`src/rtl/busctl_pkg.sv`:
```
package busctl_pkg;

    typedef enum logic [1:0] {
        MODE_RESET   = 2'b00,
        MODE_ACTIVE  = 2'b01,
        MODE_STANDBY = 2'b10,
        MODE_RSVD    = 2'b11
    } bus_mode_e;

    typedef enum logic [1:0] {
        ST_OFF,
        ST_SEND,
        ST_GAP,
        ST_READY
    } seq_state_e;

endpackage

```
`src/rtl/busctl_seq_fsm.sv`:
```
module busctl_seq_fsm
    import busctl_pkg::*;
#(
    parameter int              PKT_LEN     = 3,
    parameter logic [PKT_LEN-1:0] PKT_PATTERN = 3'b011,
    parameter int              ACT_PERIOD  = 4
) (
    input  logic      clk,
    input  logic      rst_n,
    input  bus_mode_e mode,
    input  logic      txn_start,
    output logic      bus_en_o,
    output logic      pkt_start_o,
    output logic      txn_ready_o,
    output logic      idle_next_o
);

    localparam int SPAN  = (ACT_PERIOD > PKT_LEN) ? ACT_PERIOD : PKT_LEN;
    localparam int CYC_W = $clog2(SPAN + 1);
    localparam logic [CYC_W-1:0] LAST_BIT = CYC_W'(PKT_LEN - 1);
    localparam logic [CYC_W-1:0] LAST_CYC = CYC_W'(ACT_PERIOD - 1);
    localparam bit HAS_GAP = (ACT_PERIOD > PKT_LEN);

    seq_state_e           state_q, state_d;
    logic [CYC_W-1:0]     cyc_q, cyc_d;
    logic                 req_q, req_d;
    logic [PKT_LEN-1:0]   shreg_q;
    logic                 last_bit;

    assign last_bit = (cyc_q == LAST_BIT);

    // next-state logic
    always_comb begin
        state_d = state_q;
        cyc_d   = cyc_q;
        req_d   = req_q;
        if (mode == MODE_RSVD) begin
            state_d = ST_OFF;
            cyc_d   = '0;
            req_d   = 1'b0;
        end else begin
            unique case (state_q)
                ST_OFF: begin
                    cyc_d = '0;
                    req_d = 1'b0;
                    if (mode == MODE_RESET || mode == MODE_ACTIVE) begin
                        state_d = ST_SEND;
                    end else if (txn_start) begin
                        state_d = ST_SEND;
                        req_d   = 1'b1;
                    end
                end
                ST_SEND: begin
                    if (!last_bit) begin
                        cyc_d = cyc_q + 1'b1;
                    end else if (mode == MODE_RESET) begin
                        state_d = ST_SEND;
                        cyc_d   = '0;
                        req_d   = 1'b0;
                    end else if (mode == MODE_ACTIVE) begin
                        req_d = 1'b0;
                        if (HAS_GAP) begin
                            state_d = ST_GAP;
                            cyc_d   = cyc_q + 1'b1;
                        end else begin
                            state_d = ST_SEND;
                            cyc_d   = '0;
                        end
                    end else begin
                        state_d = req_q ? ST_READY : ST_OFF;
                        cyc_d   = '0;
                    end
                end
                ST_GAP: begin
                    if (mode == MODE_ACTIVE) begin
                        if (cyc_q == LAST_CYC) begin
                            state_d = ST_SEND;
                            cyc_d   = '0;
                        end else begin
                            cyc_d = cyc_q + 1'b1;
                        end
                    end else if (mode == MODE_RESET) begin
                        state_d = ST_SEND;
                        cyc_d   = '0;
                    end else begin
                        state_d = ST_OFF;
                        cyc_d   = '0;
                    end
                end
                ST_READY: begin
                    state_d = ST_OFF;
                    cyc_d   = '0;
                    req_d   = 1'b0;
                end
            endcase
        end
    end

    // state register
    always_ff @(posedge clk or negedge rst_n) begin
        if (!rst_n) begin
            state_q <= ST_OFF;
            cyc_q   <= '0;
            req_q   <= 1'b0;
            shreg_q <= '0;
        end else begin
            state_q <= state_d;
            cyc_q   <= cyc_d;
            req_q   <= req_d;
            if (state_d == ST_SEND && cyc_d == '0) begin
                shreg_q <= PKT_PATTERN;
            end else if (state_q == ST_SEND) begin
                shreg_q <= shreg_q >> 1;
            end
        end
    end

    // outputs
    always_comb begin
        bus_en_o    = (state_q == ST_SEND) && shreg_q[0];
        pkt_start_o = (state_q == ST_SEND) && (cyc_q == '0);
        txn_ready_o = (state_q == ST_READY);
        idle_next_o = (state_d == ST_OFF);
    end

    AST_RSVD_QUIET: assert property (@(posedge clk) disable iff (!rst_n)
        (mode == MODE_RSVD) |=> (!bus_en_o && !pkt_start_o));

    AST_RST_BACK2BACK: assert property (@(posedge clk) disable iff (!rst_n)
        (state_q == ST_SEND && last_bit && mode == MODE_RESET) |=> pkt_start_o);

    AST_GAP_RESUMES: assert property (@(posedge clk) disable iff (!rst_n)
        (state_q == ST_GAP && cyc_q == LAST_CYC && mode == MODE_ACTIVE) |=> pkt_start_o);

    AST_STBY_NO_SPONT: assert property (@(posedge clk) disable iff (!rst_n)
        (state_q == ST_OFF && mode == MODE_STANDBY && !txn_start) |=> !bus_en_o);

    AST_READY_AFTER_PKT: assert property (@(posedge clk) disable iff (!rst_n)
        txn_ready_o |-> $past(state_q == ST_SEND));

endmodule

```
`src/rtl/busctl_rst_timer.sv`:
```
module busctl_rst_timer
    import busctl_pkg::*;
#(
    parameter int RST_HOLD = 272
) (
    input  logic      clk,
    input  logic      rst_n,
    input  bus_mode_e mode,
    output logic      rst_done_o
);

    localparam int CNT_W = $clog2(RST_HOLD + 1);
    localparam logic [CNT_W-1:0] HOLD_MAX = CNT_W'(RST_HOLD);

    logic [CNT_W-1:0] cnt_q;

    always_ff @(posedge clk or negedge rst_n) begin
        if (!rst_n) begin
            cnt_q <= '0;
        end else if (mode != MODE_RESET) begin
            cnt_q <= '0;
        end else if (cnt_q != HOLD_MAX) begin
            cnt_q <= cnt_q + 1'b1;
        end
    end

    assign rst_done_o = (cnt_q == HOLD_MAX);

    AST_DONE_DROP: assert property (@(posedge clk) disable iff (!rst_n)
        (mode != MODE_RESET) |=> !rst_done_o);

    AST_DONE_HOLD: assert property (@(posedge clk) disable iff (!rst_n)
        (rst_done_o && mode == MODE_RESET) |=> rst_done_o);

endmodule

```
`src/rtl/busctl_pwr_gate.sv`:
```
module busctl_pwr_gate #(
    parameter int LANES = 2
) (
    input  logic             clk,
    input  logic             rst_n,
    input  logic [LANES-1:0] pd_en,
    input  logic [LANES-1:0] quiet,
    output logic [LANES-1:0] stop_o
);

    for (genvar g = 0; g < LANES; g++) begin : g_lane
        logic stop_q;

        always_ff @(posedge clk or negedge rst_n) begin
            if (!rst_n) begin
                stop_q <= 1'b1;
            end else begin
                stop_q <= pd_en[g] & quiet[g];
            end
        end

        assign stop_o[g] = stop_q;

        AST_AWAKE_WHEN_OFF: assert property (@(posedge clk) disable iff (!rst_n)
            !pd_en[g] |=> !stop_o[g]);
    end

endmodule

```
`src/rtl/busctl_pkt_gen.sv`:
```
module busctl_pkt_gen
    import busctl_pkg::*;
#(
    parameter int                 PKT_LEN     = 3,
    parameter logic [PKT_LEN-1:0] PKT_PATTERN = 3'b011,
    parameter int                 ACT_PERIOD  = 4,
    parameter int                 RST_HOLD    = 272
) (
    input  logic       clk,
    input  logic       rst_n,
    input  logic [1:0] op_mode,
    input  logic       tx_pd_en,
    input  logic       rx_pd_en,
    input  logic       txn_start,
    input  logic       bus_idle,
    output logic       bus_en,
    output logic       pkt_start,
    output logic       txn_ready,
    output logic       tx_stop,
    output logic       rx_stop,
    output logic       rst_done
);

    localparam int LANE_TX = 0;
    localparam int LANE_RX = 1;

    bus_mode_e  mode;
    logic       gen_idle_next;
    logic [1:0] lane_en, lane_quiet, lane_stop;

    assign mode = bus_mode_e'(op_mode);

    busctl_seq_fsm #(
        .PKT_LEN    (PKT_LEN),
        .PKT_PATTERN(PKT_PATTERN),
        .ACT_PERIOD (ACT_PERIOD)
    ) u_fsm (
        .clk        (clk),
        .rst_n      (rst_n),
        .mode       (mode),
        .txn_start  (txn_start),
        .bus_en_o   (bus_en),
        .pkt_start_o(pkt_start),
        .txn_ready_o(txn_ready),
        .idle_next_o(gen_idle_next)
    );

    busctl_rst_timer #(
        .RST_HOLD(RST_HOLD)
    ) u_timer (
        .clk       (clk),
        .rst_n     (rst_n),
        .mode      (mode),
        .rst_done_o(rst_done)
    );

    assign lane_en[LANE_TX]    = tx_pd_en;
    assign lane_en[LANE_RX]    = rx_pd_en;
    assign lane_quiet[LANE_TX] = bus_idle & gen_idle_next;
    assign lane_quiet[LANE_RX] = bus_idle;

    busctl_pwr_gate #(
        .LANES(2)
    ) u_pwr (
        .clk   (clk),
        .rst_n (rst_n),
        .pd_en (lane_en),
        .quiet (lane_quiet),
        .stop_o(lane_stop)
    );

    assign tx_stop = lane_stop[LANE_TX];
    assign rx_stop = lane_stop[LANE_RX];

endmodule

```
`config.mk`:
```
export PLATFORM = sky130hd
export DESIGN_NAME = busctl_pkt_gen
export DESIGN_NICKNAME = d
export VERILOG_FILES = /design/src/rtl/busctl_pkg.sv /design/src/rtl/busctl_seq_fsm.sv /design/src/rtl/busctl_rst_timer.sv /design/src/rtl/busctl_pwr_gate.sv /design/src/rtl/busctl_pkt_gen.sv
export SDC_FILE = /design/constraint.sdc
export NUM_CORES = 1
export LEC_CHECK = 0
export ABC_AREA = 1
export BUFFER_PORTS_ARGS = -buffer_cell sky130_fd_sc_hd__buf_2
export CAP_MARGIN = 40
export CORE_MARGIN = 8
export CORE_UTILIZATION = 60
export DETAILED_ROUTE_END_ITERATION = 7
export PLACE_DENSITY = 0.82
export SYNTH_ARGS = -nofsm -noshare
export SYNTH_HDL_FRONTEND = slang
export SYNTH_SLANG_ARGS = --single-unit
```
`constraint.sdc`:
```
create_clock -name clk -period 3.4 [get_ports clk]
set_clock_uncertainty 0.1 [all_clocks]
set_input_delay 0.17 -clock clk [delete_from_list [all_inputs] [get_ports clk]]
set_output_delay 0.17 -clock clk [all_outputs]
set_load 0.01 [all_outputs]
```
# Word-level counts from Yosys, hierarchy flattened
# Cells that the tools add are included.
# word_totals
regBits	20
input_bits	8
out_inout_bits	6
word_cells	68
# classes
n_addsub	2
n_eq_ne	12
muxes	29
bitwise_logic	3
n_reduce_logical	15
# ops
operator	n
$mux 3	8
$mux 2	9
$mux 9	2
$add 9x1->9 const B	1
$eq 9x9->1 const B	1
$ne 9x9->1 const B	1
$pmux 3 s3	1
$pmux 2 s4	1
$mux 1	7
$eq 2x1->1 const B	3
$eq 2x2->1 const B	3
$eq 3x2->1 const B	2
$logic_not 2->1	3
$logic_not 3->1	2
$reduce_bool 2->1	3
$ne 4x1->1 const B	1
$reduce_bool 4->1	1
$add 3x1->3 const B	1
$and 1x1->1	3
$logic_and 1x1->1	3
$ne 3x1->1 const B	1
$pmux 1 s3	1
$reduce_and 3->1	1
$reduce_or 2->1	1
$logic_or 1x1->1	1

# Logic depth before layout (Yosys ltp)
# Gate-level depths: netlist of run 1.
# depth
ltp_word	9
mapped_depth	12
depth_no_buf	12

# Cells and area by module
# A second synthesis of run 1 with hierarchy kept.
# unflattened
cells_unflattened	174
area_unflattened_um2	1311.3
# by_module_without_submodules
mod	instances	cells_per_inst	area_each_um2	seq_area_each_um2
busctl_seq_fsm	1	98	683.2	200.2
busctl_rst_timer	1	66	538.0	225.2
busctl_pwr_gate	1	8	82.6	52.6
busctl_pkt_gen	1	2	7.5	0.0

# Worst setup path after synthesis of run 1
# Ideal clock, no wire load.
# synth_timing
path_type	register -> register
start	register u_fsm.cyc_q[0]
end	register u_fsm.shreg_q[0]
setup_ns	0.120
arrival_ns	1.286
required_time_ns	3.180
setup_slack_ns	1.893
path_stages_with_launch	13
n_path_buf	0
synth_period_minus_slack_ns	1.507
path_cell_list	dfrtp_1 > ha_1 > ha_1 > inv_1 > nand2_1 > nand2_1 > nand2_1 > nand2_1 > nand2_1 > nand2_1 > nor2_2 > nand2_2 > nand2_1
# synth_via
elab_chain_len	9
elab_cells_between_ends	20
cone_classes	add/sub (1); eq/ne (3); mux (13); reduce/logical (3)
# synth_lines
element	line	rtl
start: declaration	busctl_seq_fsm.sv:25	logic [CYC_W-1:0] cyc_q, cyc_d;
start signal: assignment	busctl_seq_fsm.sv:108	cyc_q <= cyc_d;
$add 3x1->3	busctl_seq_fsm.sv:55, busctl_seq_fsm.sv:64, busctl_seq_fsm.sv:80	
$mux 3	busctl_seq_fsm.sv:60	end else if (mode == MODE_ACTIVE) begin
$mux 3	busctl_seq_fsm.sv:56	end else if (mode == MODE_RESET) begin
$mux 3	busctl_seq_fsm.sv:54	if (!last_bit) begin
$pmux 3 s3	busctl_seq_fsm.sv:42	unique case (state_q)
$mux 3	busctl_seq_fsm.sv:37	if (mode == MODE_RSVD) begin
$logic_not 3->1	busctl_seq_fsm.sv:110	if (state_d == ST_SEND && cyc_d == '0) begin
$logic_and 1x1->1 (*)	busctl_seq_fsm.sv:110	
$mux 3 or $reduce_bool 2->1 (tied branches)	n/a	
end signal: assignment	busctl_seq_fsm.sv:113	shreg_q <= shreg_q >> 1;
end: declaration	busctl_seq_fsm.sv:27	logic [PKT_LEN-1:0] shreg_q;
# Every way passes the cells marked *; elsewhere a longest branch is shown, timed or not.
# A chain may end at the register's enable or synchronous reset.

# Final worst setup path of run 1
# layout_timing
start	register u_timer.cnt_q[0]
end	output port rst_done
# layout_via
elab_chain_len	1
# layout_lines
element	line	rtl
start: declaration	busctl_rst_timer.sv:15	logic [CNT_W-1:0] cnt_q;
start signal: assignment	busctl_rst_timer.sv:23	cnt_q <= cnt_q + 1'b1;
$eq 9x9->1	busctl_rst_timer.sv:27	assign rst_done_o = (cnt_q == HOLD_MAX);
end: declaration	busctl_pkt_gen.sv:21	output logic rst_done
# No other way between the ends.

==> results of run 1 <==
-- sequential cells by signal, indices dropped and copies added (netlist names) --
| signal | flops |
|---|---|
| u_timer.cnt_q | 9 |
| u_fsm.cyc_q | 3 |
| u_fsm.shreg_q | 2 |
| u_fsm.state_q | 2 |
| u_pwr.g_lane.stop_q | 2 |
| u_fsm.req_q | 1 |
-- through the flow --
stage,total power [mW],hold slack (ns),cells,setup slack [ns]
2_1_floorplan,0.516,-0.226,160,1.89
3_3_place_gp,0.579,0.0246,199,1.80
3_5_place_dp,0.593,0.0336,199,1.75
4_1_cts,0.713,0.0962,208,1.60
5_1_grt,0.775,0.122,208,1.48
6_report,0.709,0.0874,208,1.62
-- logic make-up after synthesis --
| family | Yosys count |
|---|---|
| buf+inv | 31 |
| simple gates | 82 |
| fa+ha+maj | 10 |
| flops | 19 |
| compound gates | 18 |
-- layer usage --
layer	vias to the layer above	track usage	wire, um
li1	538	-	-
met1	483	0.170	997
met2	16	0.265	1220
met3	5	0.0339	71
met4	0	0.0831	46
met5	-	0	0
-- power groups by stage --
stage	Combinational (mW)	Sequential, mW	Clock, mW
6_report	0.296	0.296	0.118
5_1_grt	0.346	0.302	0.127
4_1_cts	0.298	0.297	0.119
3_5_place_dp	0.291	0.301	0
3_3_place_gp	0.280	0.298	0
2_1_floorplan	0.221	0.296	0
-- layout by cell type, fill, tap and decap left out, types with 3 or more instances in the layout --
cell	n
sky130_fd_sc_hd__a21oi_1	5
sky130_fd_sc_hd__nor3_1	3
sky130_fd_sc_hd__nand3_1	9
sky130_fd_sc_hd__dfrtp_1	17
sky130_fd_sc_hd__ha_1	10
sky130_fd_sc_hd__clkbuf_4	3
sky130_fd_sc_hd__nor2_1	17
sky130_fd_sc_hd__o21ai_0	8
sky130_fd_sc_hd__nand2_1	45
sky130_fd_sc_hd__buf_2	13
sky130_fd_sc_hd__dlygate4sd3_1	5
sky130_fd_sc_hd__inv_1	28
-- area by class of cell --
class / count / area share
Timing Repair Buffer: 18 / 0.0844
Clock inverter: 1 / 0.00367
Sequential cell: 19 / 0.350
Clock buffer: 3 / 0.0165
Multi-Input combinational cell: 110 / 0.438
Tap cell: 27 / 0.0248
Inverter: 30 / 0.0826
-- worst reg2reg max path, delay by kind of cell, from the launching register on --
family	cells	cell delay, ns
flops	1	0.41
buf+inv	2	0.18
fa+ha+maj	2	0.40
simple gates	7	0.55
-- timing repair --
item / in CTS / in global routing
endpoints found under the hold margin: 19 / 0
hold buffers: 5 / 0
gates resized for setup: 0 / 0
-- worst paths after layout --
| path | startpoint | end | slack [ns] | cells past startpoint |
|---|---|---|---|---|
| max | u_timer.cnt_q[0]$_DFFE_PN0P_ | rst_done | 1.62 | 7 |
| min | txn_start | u_fsm.req_q$_DFFE_PN0P_ | 0.09 | 3 |
| max reg2reg | u_fsm.cyc_q[0]$_DFF_PN0_ | u_pwr.g_lane[0].stop_q$_DFF_PN1_ | 1.67 | 11 |
| min reg2reg | u_timer.cnt_q[8]$_DFFE_PN0P_ | u_timer.cnt_q[8]$_DFFE_PN0P_ | 0.40 | 1 |
| max in group asynchronous | rst_n | u_pwr.g_lane[1].stop_q$_DFF_PN1_ | 2.64 | 2 |
| min in group asynchronous | rst_n | u_timer.cnt_q[1]$_DFFE_PN0P_ | 0.22 | 2 |
==> metrics list, run 1 <==
- Die span in x: 60.6 um
- Sequential share of the synthesized area: 0.401
- Primary FF master, synth: sky130_fd_sc_hd__dfrtp_1
- The worst hold path belongs to the class primary input to register.
- The number of global-route vias before repair is 1052.
- Power per Cell Area: 520 nW/um2
- Clock buffers created by TritonCTS: 3
* Quantity of I/O buffers inserted on ports: 13
* Most frequent cell after synthesis: sky130_fd_sc_hd__nand2_1
- Proportion of synthesized area in mux cells: 0
- Maximum achievable frequency: 560 MHz
* Synth top area cells: sky130_fd_sc_hd__dfrtp_1, sky130_fd_sc_hd__nand2_1, sky130_fd_sc_hd__ha_1, sky130_fd_sc_hd__inv_1, sky130_fd_sc_hd__nor2_1
* CP peak stage delay: 0.43 ns
* CTS root buffer: sky130_fd_sc_hd__clkbuf_4
* TritonCTS clock tree: done
- The share of total power dissipated in combinational logic is 0.417.
- Worst max-slew margin expressed relative to the limit: 0.716
- The synthesized design contains 0 enable-type register cells.
- Internal power comes to 0.420 mW.
- Sequential share of power: 0.417
* GRT Total Usage: 0.153
- The repair_antennas step left the layout with diodes totalling 0.
* Number of antenna violations at the first check in global routing: 0
* Worst EP required: 3.13 ns
- Ranked by instance count, the synthesized netlist is headed by sky130_fd_sc_hd__nand2_1, sky130_fd_sc_hd__inv_1, sky130_fd_sc_hd__dfrtp_1, sky130_fd_sc_hd__nor2_1, sky130_fd_sc_hd__ha_1.
* Synthesized-area fraction occupied by xor and xnor cells: 0
* Detail-routed net length per standard cell: 11.2 um
- By area, the combinational part of the netlist is dominated by simple AND/OR/NAND/NOR gates.
- After synthesis the netlist holds a flip-flop and latch count of 19.
* Number of endpoints failing setup at the final stage: 0
* Cells after synthesis: 160
* Slowest cell on the critical path: sky130_fd_sc_hd__dfrtp_1
- The floorplan step set the die height to 60.6 um.
- At the end of the flow, the number of nets in the layout was 200.
* Drc violations: 0
- Yosys cell types: 22
- Of the total synthesized cell area, the portion taken by AND, OR, NAND and NOR gates is 0.305.
* Final critical delay including setup and external delays: 1.78 ns
* Area grow syn2layout: 14.4%
- The initial utilization of the core area, before any placement, comes to 0.620.
- Along the worst path, the maximum fanout reaches 5.
* Routed vias: 1042
* 1st-iter DRT viols: 33
* Final GP Congestion: 0.896
- Die area: 3670 um2
* Sum of net half-perimeters after detailed placement: 1780 um
- Status: complete, no violations
* Share of cells above drive strength 1: 0.160
* Buffer count from post-CTS setup fixing: 0
- Data arrival time of the critical path: 1.51 ns
- Number of buffers on the longest clock path: 2
* Buf+Inv Stages, Crit Path: 3
* Worst-path cell chain: inv_1, ha_1, nand3_1, nor2_1, nand2_1, inv_1, buf_2
- Of the total power, the share spent switching nets is 0.408.
- Of the post-synthesis cell area, the dominant cell type holds 0.357.
* Unrepaired setup endpoints after global routing: false
* Count of pins over their slew limit: 0
- Synthesis produced a netlist with a net count of 178.
* Avg Cell Area, Syn: 7.45 um2
- Clock latency on the worst-skew pair, taken at its later pin, is 0.31 ns.
* Kind of cell adding the most delay to the critical path: flip-flops
- Multi-input combinational cell area: 597 um2
- CTS built an H-tree with a depth of 1.
- Sum of negative setup slack: 0 ns
- At the pin with the least slew margin, the transition time is 0.426 ns.
- Antenna Nets Post-Route: 0
- 14 I/O pins were placed.
* Ratio of routed vias to standard cells: 5.01
- Finished Core Util: 0.710
- Entering global routing, the biggest net connects 20 pins.
- After synthesis, the share of flip-flops with an asynchronous set or reset is 1.00.
* Register Area: 478 um2
- Synthesized-area fraction occupied by ao, oa, aoi and oai cells: 0.0902
* Final WL: 2340 um
- The placed instances occupy a cell area of 1290 um2.
- Of the total synthesized cell area, the portion taken by full adders, half adders and majority gates is 0.105.
- Clk sinks: 19
* Biggest area consumer among synthesized cells: sky130_fd_sc_hd__dfrtp_1
* Critical path launch point type: register
- Max-cap viol count: 0
* Leak Pwr: 0.719 nW
* Aggregate global routing overflow: 0
* Yosys warnings: 0
- Mapped cell area: 1190 um2
* Pre-Repair DR Iteration Count: 4
- Row cnt: 16
- Fillers: 159
* First-pass GRT wire length: 4270 um
- The analysis attributes to net switching a power of 0.289 mW.
- Power share of the clock group: 0.166
* Critical path type: register to output port
- After routing the design area is 1360 um2.
- In this run the standard cell core region covers 1920 um2.
- The count of final hold-check violations was 0.
- Final period util: 0.525
* Critical Path Sink Type: output port
* Highest ir drop seen on vdd: 0.412 mV
* Most frequent cell on the critical path: sky130_fd_sc_hd__inv_1
* Reg clk slew, reported paths: 0.11 ns
Power figures use the tool's default switching activity.
==> inputs of run 2 (changes only) <==
--- a/config.mk
+++ b/config.mk
@@ -5,13 +5,13 @@
 export SDC_FILE = /design/constraint.sdc
 export NUM_CORES = 1
 export LEC_CHECK = 0
-export ABC_AREA = 1
+export ABC_AREA = 0
 export BUFFER_PORTS_ARGS = -buffer_cell sky130_fd_sc_hd__buf_2
 export CAP_MARGIN = 40
 export CORE_MARGIN = 8
-export CORE_UTILIZATION = 60
+export CORE_UTILIZATION = 56
 export DETAILED_ROUTE_END_ITERATION = 7
-export PLACE_DENSITY = 0.82
+export PLACE_DENSITY = 0.77
 export SYNTH_ARGS = -nofsm -noshare
 export SYNTH_HDL_FRONTEND = slang
 export SYNTH_SLANG_ARGS = --single-unit
==> constraint.sdc (replaced) <==
create_clock -name clk -period 1.7 [get_ports clk]
set_clock_uncertainty 0.1 [all_clocks]
set_input_delay 0.085 -clock clk [delete_from_list [all_inputs] [get_ports clk]]
set_output_delay 0.085 -clock clk [all_outputs]
set_load 0.01 [all_outputs]
==> metrics list, run 2 <==
- Status: finished, violations left
* Failing checks: setup timing
- Detail-routed net length per standard cell: 14.4 um
- Detailed placement ended at an HPWL of 1780 um.
- For flop-to-flop paths, the worst setup slack is -0.02 ns.
* Routed vias: 948
- Of the total power, registers draw 0.386.
- Proportion of synthesized area in mux cells: 0.0173
- Final critical delay including setup and external delays: 1.76 ns
* Maximum achievable frequency: 568 MHz
* Post-route insts no fill: 176
* Number of antenna cells inserted: 0
* Number of antenna violations at the first check in global routing: 0
- More flip-flops sit in one register than any other, and that register is u_timer.cnt_q.
- Ratio of routed vias to standard cells: 5.39
- Area share of fa/ha/maj cells after synthesis: 0.108
- Pre-Repair DR Iteration Count: 4
- Critical path launch point type: register
- Counting flops with an async set or reset pin after synthesis yields a share of 1.00.
* Final period util: 1.04
- A synthesized cell averages 9.98 um2.
* Total Power: 1.57 mW
* Number of endpoints failing setup at the final stage: 3
* Most frequent cells after synthesis: sky130_fd_sc_hd__dfrtp_1, sky130_fd_sc_hd__inv_1, sky130_fd_sc_hd__and2_1, sky130_fd_sc_hd__ha_1, sky130_fd_sc_hd__nor2b_1
* Register Area: 478 um2
- The critical path is of the register to output port type.
- Quantity of I/O buffers inserted on ports: 13
- Internal Pwr Total: 0.989 mW
* Count of flip-flops with a built-in enable after synthesis: 0
- The number of global-route vias before repair came to 972.
- Drc violations: 0
* Clk_lat worst skew: 0.29 ns
* Critical Path Sink Type: output port
* Yosys cell types: 37
- Leaving out fill and tap cells, the most frequent cell in the layout is sky130_fd_sc_hd__dfrtp_1.
- The core region is 1960 um2.
- Summing every instance area after synthesis gives 1160 um2.
- Of the total synthesized cell area, the portion taken by AND, OR, NAND and NOR gates is 0.244.
- Summing all non-filler instances in the final layout gives an area of 1530 um2.
- The register with the most flip-flops in the layout has 9 of them.
* Biggest area consumer among synthesized cells: sky130_fd_sc_hd__dfrtp_1
* Primary FF master, synth: sky130_fd_sc_hd__dfrtp_1
- CTS built an H-tree with a depth of 1.
- TritonCTS built the clock tree.
* Unrepaired setup endpoints after global routing: true
* 1st-iter DRT viols: 14
- Compared with the post-synthesis result, the final layout area differs by 32.4%.
- Die Y-Extent: 61.5 um
- After clock tree synthesis, the clock-pin slew on the worst setup and hold paths is 0.11 ns.
- First-pass GRT wire length: 4190 um
- Wires add up to 2540 um.
- Cells after synthesis: 116
- Final Net Count: 168
- Clock buffers created by TritonCTS: 3
* Largest net degree at the start of global routing: 20
- Max-cap violations in this run came to 0.
- Antenna Nets Post-Route: 0
- Highest ir drop seen on vdd: 0.944 mV
- Smallest setup slack after layout: -0.0612 ns
- CTS saw 19 sinks.
- Power spread over the standard cell area amounts to 1030 nW/um2.
- In the final layout, the registers with the most flip-flops are u_timer.cnt_q x9, u_fsm.cyc_q x3.
* Power share of the clock group: 0.141
- GRT Total Usage: 0.148
- Summing all multi-input logic gate instances after layout gives 724 um2.
- Row cnt: 16
- By area, the combinational part of the netlist is dominated by simple AND/OR/NAND/NOR gates.
- The final-report max-slew violation count was 0.
* Aggregate global routing overflow: 0
* Maximum fanout along the worst path: 2
- Standard cell area after detailed placement: 1330 um2
- Die area: 3780 um2
- For this run, the register share of the synthesized area comes to 0.413.
- Flip-flop and latch count after synthesis: 19
* Share of cells above drive strength 1: 0.342
* Yosys warnings: 0
- The analysis attributes to cell leakage a power of 0.695 nW.
- Of the post-synthesis cell area, the dominant cell type holds 0.368.
* Number of buffers on the longest clock path: 2
- Worst EP required: 1.51 ns
- Worst max-slew margin expressed relative to the limit: 0.715
- Yosys instantiated no cell more often than sky130_fd_sc_hd__dfrtp_1.
- The layout has 137 filler cells.
* Final GP Congestion: 0.878
- Of the total synthesized cell area, the portion taken by XOR and XNOR cells is 0.0530.
- Switching fraction of total power: 0.370
* Final count of hold timing violations: 0
- Synthesized-area fraction occupied by ao, oa, aoi and oai cells: 0.116
* Die span in x: 61.5 um
- Slew at the pin closest to its max-slew limit: 0.427 ns
* Proportion of power drawn by combinational gates: 0.473
* Number of cells traversed by the worst register-to-register path: 5
* CTS root buffer: sky130_fd_sc_hd__clkbuf_4
- NetSw: 0.582 mW
- Data arrives at the worst endpoint at 1.58 ns.
- In the layout the commonest cells are sky130_fd_sc_hd__dfrtp_1, sky130_fd_sc_hd__buf_2, sky130_fd_sc_hd__inv_1, sky130_fd_sc_hd__buf_4, sky130_fd_sc_hd__and2_1.
- Synth top area cells: sky130_fd_sc_hd__dfrtp_1, sky130_fd_sc_hd__ha_1, sky130_fd_sc_hd__and2_1, sky130_fd_sc_hd__dfstp_2, sky130_fd_sc_hd__xnor2_1
- For this configuration, the core starts out at a cell density of 0.590.
- In this run, placement finished with an instance count of 165.
- The path class of the tightest hold or removal check is primary input to asynchronous set/reset pin.
* Placement Setup Slack: -0.120 ns
- Number of ports placed on the die boundary: 14
* Post-synthesis net count: 134
## run 2: worst max-delay path, cell delays in order (launching register included)
cell and delay, ns:
sky130_fd_sc_hd__dfrtp_1 0.40, sky130_fd_sc_hd__or4b_4 0.55, sky130_fd_sc_hd__nor4_4 0.16, sky130_fd_sc_hd__buf_2 0.18
## run 2: kinds of logic after synthesis
| group | Yosys count |
|---|---|
| AO/OA/AOI/OAI | 18 |
| XOR/XNOR | 7 |
| adder cells (fa/ha/maj) | 10 |
| buffers and inverters | 15 |
| flip-flops | 19 |
| multiplexers | 2 |
| AND/OR/NAND/NOR | 45 |
## run 2: final cells by class
| type | count | share of cell area |
|---|---|---|
| multi-input combinational | 82 | 0.473 |
| timing repair buffer | 31 | 0.144 |
| tap | 27 | 0.0220 |
| clock inverter | 1 | 0.00327 |
| sequential | 19 | 0.312 |
| clock buffer | 3 | 0.0147 |
| inverter | 13 | 0.0318 |
## run 2: worst paths after layout
path / endpoint / startpoint
max reg2reg: u_timer.cnt_q[1]$_DFFE_PN0P_ / u_timer.cnt_q[3]$_DFFE_PN0P_
max in group asynchronous: u_pwr.g_lane[0].stop_q$_DFF_PN1_ / rst_n
min: u_timer.cnt_q[3]$_DFFE_PN0P_ / rst_n
max: rst_done / u_timer.cnt_q[3]$_DFFE_PN0P_
min reg2reg: u_fsm.shreg_q[0]$_DFFE_PN0P_ / u_fsm.shreg_q[0]$_DFFE_PN0P_
min in group clk: u_fsm.req_q$_DFFE_PN0P_ / txn_start
## run 2: per-stage QoR
stage	setup TNS, ns	hold slack, ns	utilization
final	-0.100	0.145	0.781
after global routing	-0.324	0.177	0.781
after CTS	-0.320	0.145	0.729
after detailed placement	-0.154	-0.0546	0.679
after global placement	-0.0212	-0.0636	0.679
after floorplan	-0.0811	-0.311	-
## run 2: power groups by stage
stage	logic, mW	registers (mW)	clock network (mW)
final	0.743	0.606	0.222
after global routing	0.800	0.613	0.250
after CTS	0.578	0.586	0.234
after detailed placement	0.551	0.594	0
after global placement	0.532	0.592	0
after floorplan	0.334	0.587	0
## run 2: what timing repair did
action,in CTS,in global routing
buffers inserted,1,1
gates resized for setup,5,19
hold endpoints to repair,21,0
hold buffers,5,0
pin swaps,3,12
endpoints found under the setup margin,6,8
## run 2: per-layer routing
layer	vias to the layer above	wire length, um	global-route usage
met5	-	0	0
met4	0	45	0.0455
met3	6	146	0.0626
met2	20	1310	0.260
met1	454	1040	0.156
li1	468	-	-
==> inputs of run 3 (changes only) <==
--- a/config.mk
+++ b/config.mk
@@ -8,6 +8,7 @@
 export ABC_AREA = 0
 export BUFFER_PORTS_ARGS = -buffer_cell sky130_fd_sc_hd__buf_2
 export CAP_MARGIN = 40
+export CORE_ASPECT_RATIO = 1.5
 export CORE_MARGIN = 8
 export CORE_UTILIZATION = 56
 export DETAILED_ROUTE_END_ITERATION = 7
==> metrics list, run 3 (synthesis gave the netlist of run 2 again) <==
- Failing checks: setup timing
* Antenna Nets Post-Route: 0
* Number of antenna violations at the first check in global routing: 0
- Clock latency on the worst-skew pair, taken at its later pin, is 0.28 ns.
* Highest ir drop seen on vdd: 0.706 mV
- Largest registers in the final layout: u_timer.cnt_q x9, u_fsm.cyc_q x3
- CORE AREA: 2000 um2
- In the final routed layout, each cell accounts on average for 14.2 um.
- The worst setup path is launched from a register.
- Of the cells placed in the final design, the portion with a size suffix greater than 1 is 0.322.
- For this run, the detailed router's first-pass iteration total came to 4.
- Register bank with the most flops: u_timer.cnt_q
- The finished cells cover 1480 um2.
* Quantity of I/O buffers inserted on ports: 13
- Final GP Congestion: 0.812
* Placement Setup Slack: -0.0871 ns
- Area grow syn2layout: 27.6%
- Fill cells in the final layout number 159.
- At the worst endpoint, the required time is 1.51 ns.
- Number of buffers on the longest clock path: 2
* Max-cap viol count: 0
- Slew at the pin closest to its max-slew limit: 0.428 ns
* Count of pins over their slew limit: 0
- H-tree lvl count: 1
- Initial cell density of the core: 0.578
- Clock buffers created by TritonCTS: 3
- Status: finished, violations left
- After global routing the overflow that remains totals 0.
* Maximum fanout along the worst path: 2
- At the end of the flow the core is filled with cells to 0.738.
- The repair_antennas step left the layout with diodes totalling 0.
- The register with the most flip-flops in the layout has 9 of them.
- The count of final hold-check violations came to 0.
- The min-delay analysis places its worst path in the category primary input to asynchronous set/reset pin.
- Setup violations remaining at the end of the flow were counted as 4.
* Final critical delay including setup and external delays: 1.74 ns
- For this run, the top clock speed supported by timing is 573 MHz.
- Once detailed placement completed, the half-perimeter wirelength came to 1820 um.
- Worst-path cell chain: or4b_4, nor4_4, buf_2
* Critical Path Sink Type: output port
* Drc violations: 0
- Data arrival time of the critical path: 1.56 ns
* Number of ports placed on the die boundary: 14
* CTS root buffer: sky130_fd_sc_hd__clkbuf_4
- First-pass GRT wire length: 4030 um
- TritonCTS clock tree: done
- The final layout contains 171 nets.
* Die area: 3810 um2
- On the worst path, the slowest cell contributes a delay of 0.55 ns.
* Leak Pwr: 0.700 nW
- Leaving out fill and tap cells, the most frequent cells in the layout are sky130_fd_sc_hd__dfrtp_1, sky130_fd_sc_hd__buf_4, sky130_fd_sc_hd__buf_2.
- Largest net degree at the start of global routing: 20
* Leading cell type in the layout, fill and taps excluded: sky130_fd_sc_hd__dfrtp_1
* Worst max-slew margin expressed relative to the limit: 0.714
- By startpoint and endpoint, the worst setup path is classified as register to output port.
* Power per Cell Area: 994 nW/um2
- Row cnt: 20
- Clock-pin slew was measured on the worst setup and hold paths at 0.11 ns.
- Die span in x: 53.1 um
- Across every metal layer, demand over resource in global routing totals 0.132.
- Setup slack on the critical path of the routed design comes to -0.0440 ns.
- Final period util: 1.03
* Routed vias: 927
- 1st-iter DRT viols: 28
- Vias in the first global route: 967
- Ratio of routed vias to standard cells: 5.33
- Unrepaired setup endpoints after global routing: true
* Standard cell area after detailed placement: 1330 um2
* Final WL: 2460 um
* Die Y-Extent: 71.7 um
- Clk sinks: 19
* Sum of negative setup slack: -0.0918 ns
- Slowest cell on the critical path: sky130_fd_sc_hd__or4b_4
-- run 3: cell types whose count changed in the layout (fill, tap and decap cells not counted), sizes merged --
| cell | change |
|---|---|
| buf | +3 |
-- run 3: final cells by class --
class / count / area [um2] / area share
Clock buffer: 3 / 22.5 / 0.0153
Clock inverter: 1 / 5.00 / 0.00339
Inverter: 13 / 48.8 / 0.0331
Multi-Input combinational cell: 82 / 659 / 0.447
Sequential cell: 19 / 478 / 0.324
Tap cell: 22 / 27.5 / 0.0186
Timing Repair Buffer: 34 / 235 / 0.159
-- run 3: timing repair --
action | CTS | global route
hold buffers | 5 | 0
gates cloned | 0 | 0
endpoints found under the hold margin | 21 | 0
gates resized for setup | 4 | 8
setup buffers | 2 | 3
endpoints found under the setup margin | 7 | 9
pin swaps | 6 | 7
-- run 3: critical path, delay by kind of cell (launching register included) --
family	cells	cell delay, ns
buffers and inverters	1	0.17
AND/OR/NAND/NOR	2	0.71
flip-flops	1	0.40
-- run 3: routing by layer --
layer  track usage  part of all wire  vias to the layer above
li1              -                 -                      471
met1         0.140              0.39                      436
met2         0.246              0.57                       16
met3        0.0269             0.020                        4
met4        0.0366             0.017                        0
met5             0                 0                        -
-- run 3: worst paths after layout --
path	start	cells past startpoint	slack (ns)	to
setup reg to reg	u_timer.cnt_q[5]$_DFFE_PN0P_	5	-0.03	u_timer.cnt_q[1]$_DFFE_PN0P_
min in group clk	txn_start	4	0.18	u_fsm.req_q$_DFFE_PN0P_
max in group asynchronous	rst_n	2	1.01	u_pwr.g_lane[0].stop_q$_DFF_PN1_
hold reg to reg	u_fsm.shreg_q[1]$_DFFE_PN0P_	2	0.40	u_fsm.shreg_q[1]$_DFFE_PN0P_
setup / recovery	u_timer.cnt_q[5]$_DFFE_PN0P_	3	-0.04	rst_done
hold / removal	rst_n	2	0.16	u_timer.cnt_q[6]$_DFFE_PN0P_
-- run 3: power breakdown --
group          internal, mW  switching, mW
logic                 0.330          0.328
clock network        0.0873          0.132
registers             0.530         0.0605
-- run 3: per-stage QoR --
step / hold WS (ns) / cells / power [mW]
2_1_floorplan: -0.311 / 116 / 0.921
3_3_place_gp: -0.0595 / 160 / 1.13
3_5_place_dp: -0.0560 / 160 / 1.14
4_1_cts: 0.159 / 171 / 1.38
5_1_grt: 0.177 / 174 / 1.57
6_report: 0.157 / 174 / 1.47
